==> src/rtl/llr_pkg.sv <==
package llr_pkg;
  // QPSK: two bits per symbol, three ranked paths considered
  localparam int NBIT  = 2;
  localparam int NPATH = 3;

  // index names for the ranked paths
  localparam int P_WIN = 0;
  localparam int P_RUN = 1;
  localparam int P_THR = 2;
endpackage

==> src/rtl/llr_metric_diff.sv <==
module llr_metric_diff #(
  parameter int PM_W  = 10,
  parameter int MAG_W = 7
) (
  input  logic [llr_pkg::NPATH-1:0][PM_W-1:0] pm,
  output logic [llr_pkg::NPATH-2:0][MAG_W-1:0] gap
);
  localparam logic [PM_W-1:0] SAT = PM_W'((1 << MAG_W) - 1);

  // gap[k-1] = pm[k] - pm[0], floored at zero and clipped to the magnitude range
  for (genvar k = 1; k < llr_pkg::NPATH; k++) begin : g_gap
    logic [PM_W-1:0] raw;
    always_comb begin
      raw = pm[k] - pm[llr_pkg::P_WIN];
      if (pm[k] < pm[llr_pkg::P_WIN]) begin
        gap[k-1] = '0;
      end else if (raw > SAT) begin
        gap[k-1] = SAT[MAG_W-1:0];
      end else begin
        gap[k-1] = raw[MAG_W-1:0];
      end
    end
  end
endmodule

==> src/rtl/llr_bit_pick.sv <==
module llr_bit_pick #(
  parameter int MAG_W = 7
) (
  input  logic             win_bit,
  input  logic             run_bit,
  input  logic             thr_bit,
  input  logic [MAG_W-1:0] gap_run,
  input  logic [MAG_W-1:0] gap_thr,
  output logic [MAG_W:0]   sm
);
  logic [MAG_W-1:0] mag;

  always_comb begin
    if (win_bit != run_bit) begin
      mag = gap_run;
    end else if (win_bit != thr_bit) begin
      mag = gap_thr;
    end else begin
      mag = '1;
    end
    sm = {win_bit, mag};
  end
endmodule

==> src/rtl/llr_sm2tc.sv <==
module llr_sm2tc #(
  parameter int MAG_W = 7
) (
  input  logic [MAG_W:0] sm,
  output logic [MAG_W:0] tc
);
  logic [MAG_W:0] pos;

  always_comb begin
    pos = {1'b0, sm[MAG_W-1:0]};
    tc  = sm[MAG_W] ? (~pos + 1'b1) : pos;
  end
endmodule

==> src/rtl/llr_gen.sv <==
module llr_gen #(
  parameter int PM_W  = 10,
  parameter int MAG_W = 7
) (
  input  logic                                          clk,
  input  logic                                          rst_n,
  input  logic                                          in_valid,
  output logic                                          in_ready,
  input  logic [llr_pkg::NPATH-1:0][PM_W-1:0]           pm_in,
  input  logic [llr_pkg::NPATH-1:0][llr_pkg::NBIT-1:0]  dec_in,
  output logic                                          out_valid,
  input  logic                                          out_ready,
  output logic [llr_pkg::NBIT-1:0][MAG_W:0]             llr_sm,
  output logic [llr_pkg::NBIT-1:0][MAG_W:0]             llr_tc
);
  import llr_pkg::*;

  logic [NPATH-2:0][MAG_W-1:0] gap;
  logic [NBIT-1:0][MAG_W:0]    sm_d;
  logic [NBIT-1:0][MAG_W:0]    sm_q;
  logic                        vld_q;
  logic                        take;

  llr_metric_diff #(.PM_W(PM_W), .MAG_W(MAG_W)) diff_i (
    .pm  (pm_in),
    .gap (gap)
  );

  for (genvar b = 0; b < NBIT; b++) begin : g_bit
    llr_bit_pick #(.MAG_W(MAG_W)) pick_i (
      .win_bit (dec_in[P_WIN][b]),
      .run_bit (dec_in[P_RUN][b]),
      .thr_bit (dec_in[P_THR][b]),
      .gap_run (gap[0]),
      .gap_thr (gap[1]),
      .sm      (sm_d[b])
    );

    llr_sm2tc #(.MAG_W(MAG_W)) fmt_i (
      .sm (sm_q[b]),
      .tc (llr_tc[b])
    );
  end

  assign in_ready = !vld_q || out_ready;
  assign take     = in_valid && in_ready;

  always_ff @(posedge clk or negedge rst_n) begin
    if (!rst_n) begin
      vld_q <= 1'b0;
      sm_q  <= '0;
    end else begin
      if (in_ready) vld_q <= in_valid;
      if (take)     sm_q  <= sm_d;
    end
  end

  assign out_valid = vld_q;
  assign llr_sm    = sm_q;
endmodule

==> config.mk <==
export PLATFORM = sky130hd
export DESIGN_NAME = llr_gen
export DESIGN_NICKNAME = d
export VERILOG_FILES = /design/src/rtl/llr_pkg.sv /design/src/rtl/llr_metric_diff.sv /design/src/rtl/llr_bit_pick.sv /design/src/rtl/llr_sm2tc.sv /design/src/rtl/llr_gen.sv
export SDC_FILE = /design/constraint.sdc
export NUM_CORES = 1
export LEC_CHECK = 0
export CORE_AREA = 2 2 65 67
export CTS_BUF_LIST = sky130_fd_sc_hd__clkbuf_2
export DETAILED_ROUTE_END_ITERATION = 10
export DIE_AREA = 0 0 67 69
export DONT_BUFFER_PORTS = 1
export HOLD_SLACK_MARGIN = 0.03
export PLACE_DENSITY = 0.69
export REMOVE_ABC_BUFFERS = 1
export SLEW_MARGIN = 20
export SYNTH_ARGS = -nofsm -noshare
export SYNTH_HDL_FRONTEND = slang
export SYNTH_SLANG_ARGS = --single-unit
export TNS_END_PERCENT = 5
==> constraint.sdc <==
create_clock -name clk -period 4 [get_ports clk]
set_input_delay 0.2 -clock clk [delete_from_list [all_inputs] [get_ports clk]]
set_output_delay 0.2 -clock clk [all_outputs]
set_load 0.1 [all_outputs]
==> results by stage <==
Final layout:
- Leaving out fill and tap cells, the most frequent cells in the layout are sky130_fd_sc_hd__nand2_1 (28), sky130_fd_sc_hd__ha_1 (22), sky130_fd_sc_hd__inv_1 (21).
- The number of standard cells in the final layout excluding fillers is 328.
- Relative to the synthesized area, the layout overhead comes to 14.9%.
- The repair_antennas step left the layout with diodes totalling 0.
- The commonest non-fill, non-tap cell in the layout is sky130_fd_sc_hd__nand2_1.
- The final layout contains 343 nets.
- At the end of the flow the core is filled with cells to 61.7%.
- The fraction of final layout cells with drive strength greater than 1 is a little under a fifth.

Clock network:
- The number of H-tree branching levels is 1.
- The number of buffers added by the clock tree synthesis step is 3.
- The CTS tree is yes.
- Once the clock tree was built, the resizer swapped 0 gates to a different size.
- The number of sinks handled by clock tree synthesis is 17.
- The number of hold buffers added after CTS was 2.
- The setup fix buffers added after clock tree synthesis is 0.
- The clock passes through at most 2 buffers.
- After clock tree synthesis, the clock-pin slew on the worst setup and hold paths is 160 ps.
- The library cell used as clock root buffer is sky130_fd_sc_hd__clkbuf_2.
- The insertion delay of the later-clocked pin in the worst-skew pair is 300 ps.

Logic synthesis:
- The flip-flop cell with the highest count after synthesis is sky130_fd_sc_hd__dfrtp_1.
- The number of distinct library cells after synthesis is 55.
- The synthesized area divided by synthesized cell count is roughly 8 µm².
- The number of flops mapped to enable cells by yosys is 0.
- Synthesis handed over a netlist of 257 instances.
- The share of the Yosys chip area taken by registers is 20.2%.
- During synthesis, Yosys emitted a total of 0 warnings.
- In the synthesized netlist the async set-or-reset flop fraction comes to 100%.
- The mapped netlist covers 2100 µm².
- The synthesized design contains 17 register bits.

GRT:
- The number of antenna violations at the first check in global routing is 0.
- The final global-route overflow total is 0.
- The overall global routing resource usage is ~22%.
- Entering global routing, the biggest net connects 21 pins.
- The number of global-route vias before repair is 1,893.
- The first global-routing pass estimated roughly 8.3 mm of wire.

Timing:
- The worst slew margin relative to its limit is 22.8%.
- Hold timing on the final database bottoms out at a slack of 230 ps.
- The final worst setup slack is ~1200 ps.
- Static timing analysis puts the maximum clock frequency at roughly 360 MHz.
- Setup repair after global routing left no endpoint under its margin.
- The worst-margin pin slew is 1160 ps.
- Setup violations remaining at the end of the flow were counted as 0.
- The number of pins exceeding their max-slew limit in the final report came to 0.
- After layout, the minimum clock period comes to 2790 ps.
- After layout, the worst path uses between 60% and 70% of the clock period.
- The final-report hold violation count is 0.
- The final clock skew is 9.62 ps.

Floorplanning:
- The initial utilization of the core area, before any placement, comes to 53.7%.
- The floorplan step defined a die boundary enclosing 4620 µm².
- The die height is between 60 and 70 µm.
- The count of pins on the block boundary is 74.
- The standard-cell row count is 23.
- The area of the core region is 3910 µm².
- The die width is 67 µm.

Power:
- The net switching power of the design is 1.08 mW.
- Net switching is 68.3% of the power.
- The share of total power in combinational logic is between 60% and 70%.
- Per report_power, the clock group accounts for 5.1% of the total.
- The total power consumption of the routed design is 1.58 mW.
- The leakage power is 1.11 nW.
- In this run, flip-flops and latches consume 25.3% of the power.
- The cell-internal power is 0.500 mW.
- The worst-case IR drop observed on VDD is 0.264 mV.
- The total power density per cell area is around 650 nW/µm².

Drt:
- After detailed routing, the average wire length per cell comes to ~15 µm.
- The detailed-routing iteration count for the pre-antenna-repair pass is 5.
- The total detailed-routing wirelength is 5.06 mm.
- The remaining antenna violation count after routing is 0.
- The DRC marker count from the first detailed-route iteration is 66.
- The remaining routing DRC violations is 0.
- Dividing the detail-routed via count by the number of cells gives 6.09.
- The overall via count from detail_route is roughly 2,000.

Setup path:
- The critical path goes through nand2b_1 -> buf_4 -> nand2_1 -> buf_4 -> a221oi_1 -> o21ai_1 -> a31oi_1 -> o21ai_1 -> a22oi_2.
- The critical path capture point type is a flop.
- The critical path is of the reg2reg type.
- For this run, the slowest stage of the critical path takes 770 ps.
- For the worst setup path, the data required time is 4240 ps.
- The largest driver fanout on the critical path is 20.
- STA classifies the critical path startpoint as a flop.
- For the worst setup path, the data arrival time is about 3000 ps.
- The slowest library cell on the worst path is sky130_fd_sc_hd__dfrtp_1.

Place:
- In this run the tool buffered the top-level ports with 0 buffer cells.
- The estimated wirelength of the detail-placed design is around 4.2 mm.
- Including well taps, the total number of placed cells is 320.
- Before CTS, the worst setup slack after placement is 1240 ps.
- The placer's final routability congestion estimate is around 0.84.

Run:
- Across the run, the number of max-cap violations was 0.

Outcome:
- The flow ran to the end, and the final reports show no timing, DRC or antenna violations.

Hold path:
- The kind of path behind the tightest hold check is in2reg.
==> power by group through the flow <==
stage                     Combinational, mW  Sequential (mW)  Clock (mW)
after floorplan                       0.722            0.547           0
after global placement                 1.08            0.402           0
after detailed placement               1.09            0.404           0
after CTS                              1.10            0.400      0.0814
after global routing                   1.15            0.405      0.0901
final                                  1.10            0.400      0.0811
==> area by class of cell <==
cell class                 count  area, µm²
multi-input combinational    212       1640
fill                         358       1500
sequential                    17        428
timing repair buffer          24        190
inverter                      21       78.8
tap                           50       62.6
clock buffer                   4       20.0
==> kinds of logic after synthesis <==
logic type | Yosys count | share of synthesized area (%)
muxes | 3 | 1.55
AOI/OAI and AO/OA | 80 | 27.5
adders and majority gates | 24 | 15.0
and+or+nand+nor | 82 | 20.0
xor gates and xnor gates | 23 | 9.58
DFF | 17 | 20.2
buffers and inverters | 28 | 6.07
==> layer usage <==
metal	up-vias	track usage [%]	share of wire, %
met3	4	1.96	5.9
met1	937	29.1	43
met4	0	6.35	0.87
met2	82	38.6	50
li1	974	-	-
met5	-	0	0
==> synth_stat cells (all sizes together) (4+ instances only) <==
cell type,number,area (µm²)
o21ai,25,125
xnor2,19,166
inv,21,78.8
dfrtp,17,425
nand4,5,31.3
nand2b,9,56.3
nor2,11,41.3
a32o,4,40.0
xor2,4,35.0
nand2,28,105
nand3,8,40.0
a22oi,5,47.5
ha,22,275
buf,4,37.5
o21a,7,52.6
a21o,5,37.5
a21oi,8,43.8
and2,4,30.0
==> registers in the layout, summed over array words and instances, names as in the netlist <==
| name | flops |
|---|---|
| out_valid | 1 |
| llr_sm | 16 |
==> metrics by stage <==
| step | setup TNS [ps] | area [µm²] |
|---|---|---|
| after floorplan | -300 | 2050 |
| after global placement | 0 | 2360 |
| after detailed placement | 0 | 2360 |
| after CTS | 0 | 2400 |
| after global routing | 0 | 2420 |
| final | 0 | 2420 |
==> critical path, delay by kind of cell (launching register included) <==
family / cells / cell delay [ps]
simple gates: 2 / 300
buf+inv: 2 / 530
compound gates: 5 / 1120
flops: 1 / 770
==> path summary, 6_finish.rpt <==
check / slack [ps] / depth (start not counted) / start / end
max: 1210 / 9 / out_valid / llr_sm[9]
max reg2reg: 1210 / 9 / out_valid / llr_sm[9]
min in group asynchronous: 390 / 1 / rst_n / llr_sm[7]
max in group asynchronous: 3070 / 1 / rst_n / llr_sm[8]
min: 230 / 3 / pm_in[0] / llr_sm[0]
min reg2reg: 790 / 3 / llr_sm[14] / llr_sm[14]
(Power assumes the default switching activity.)
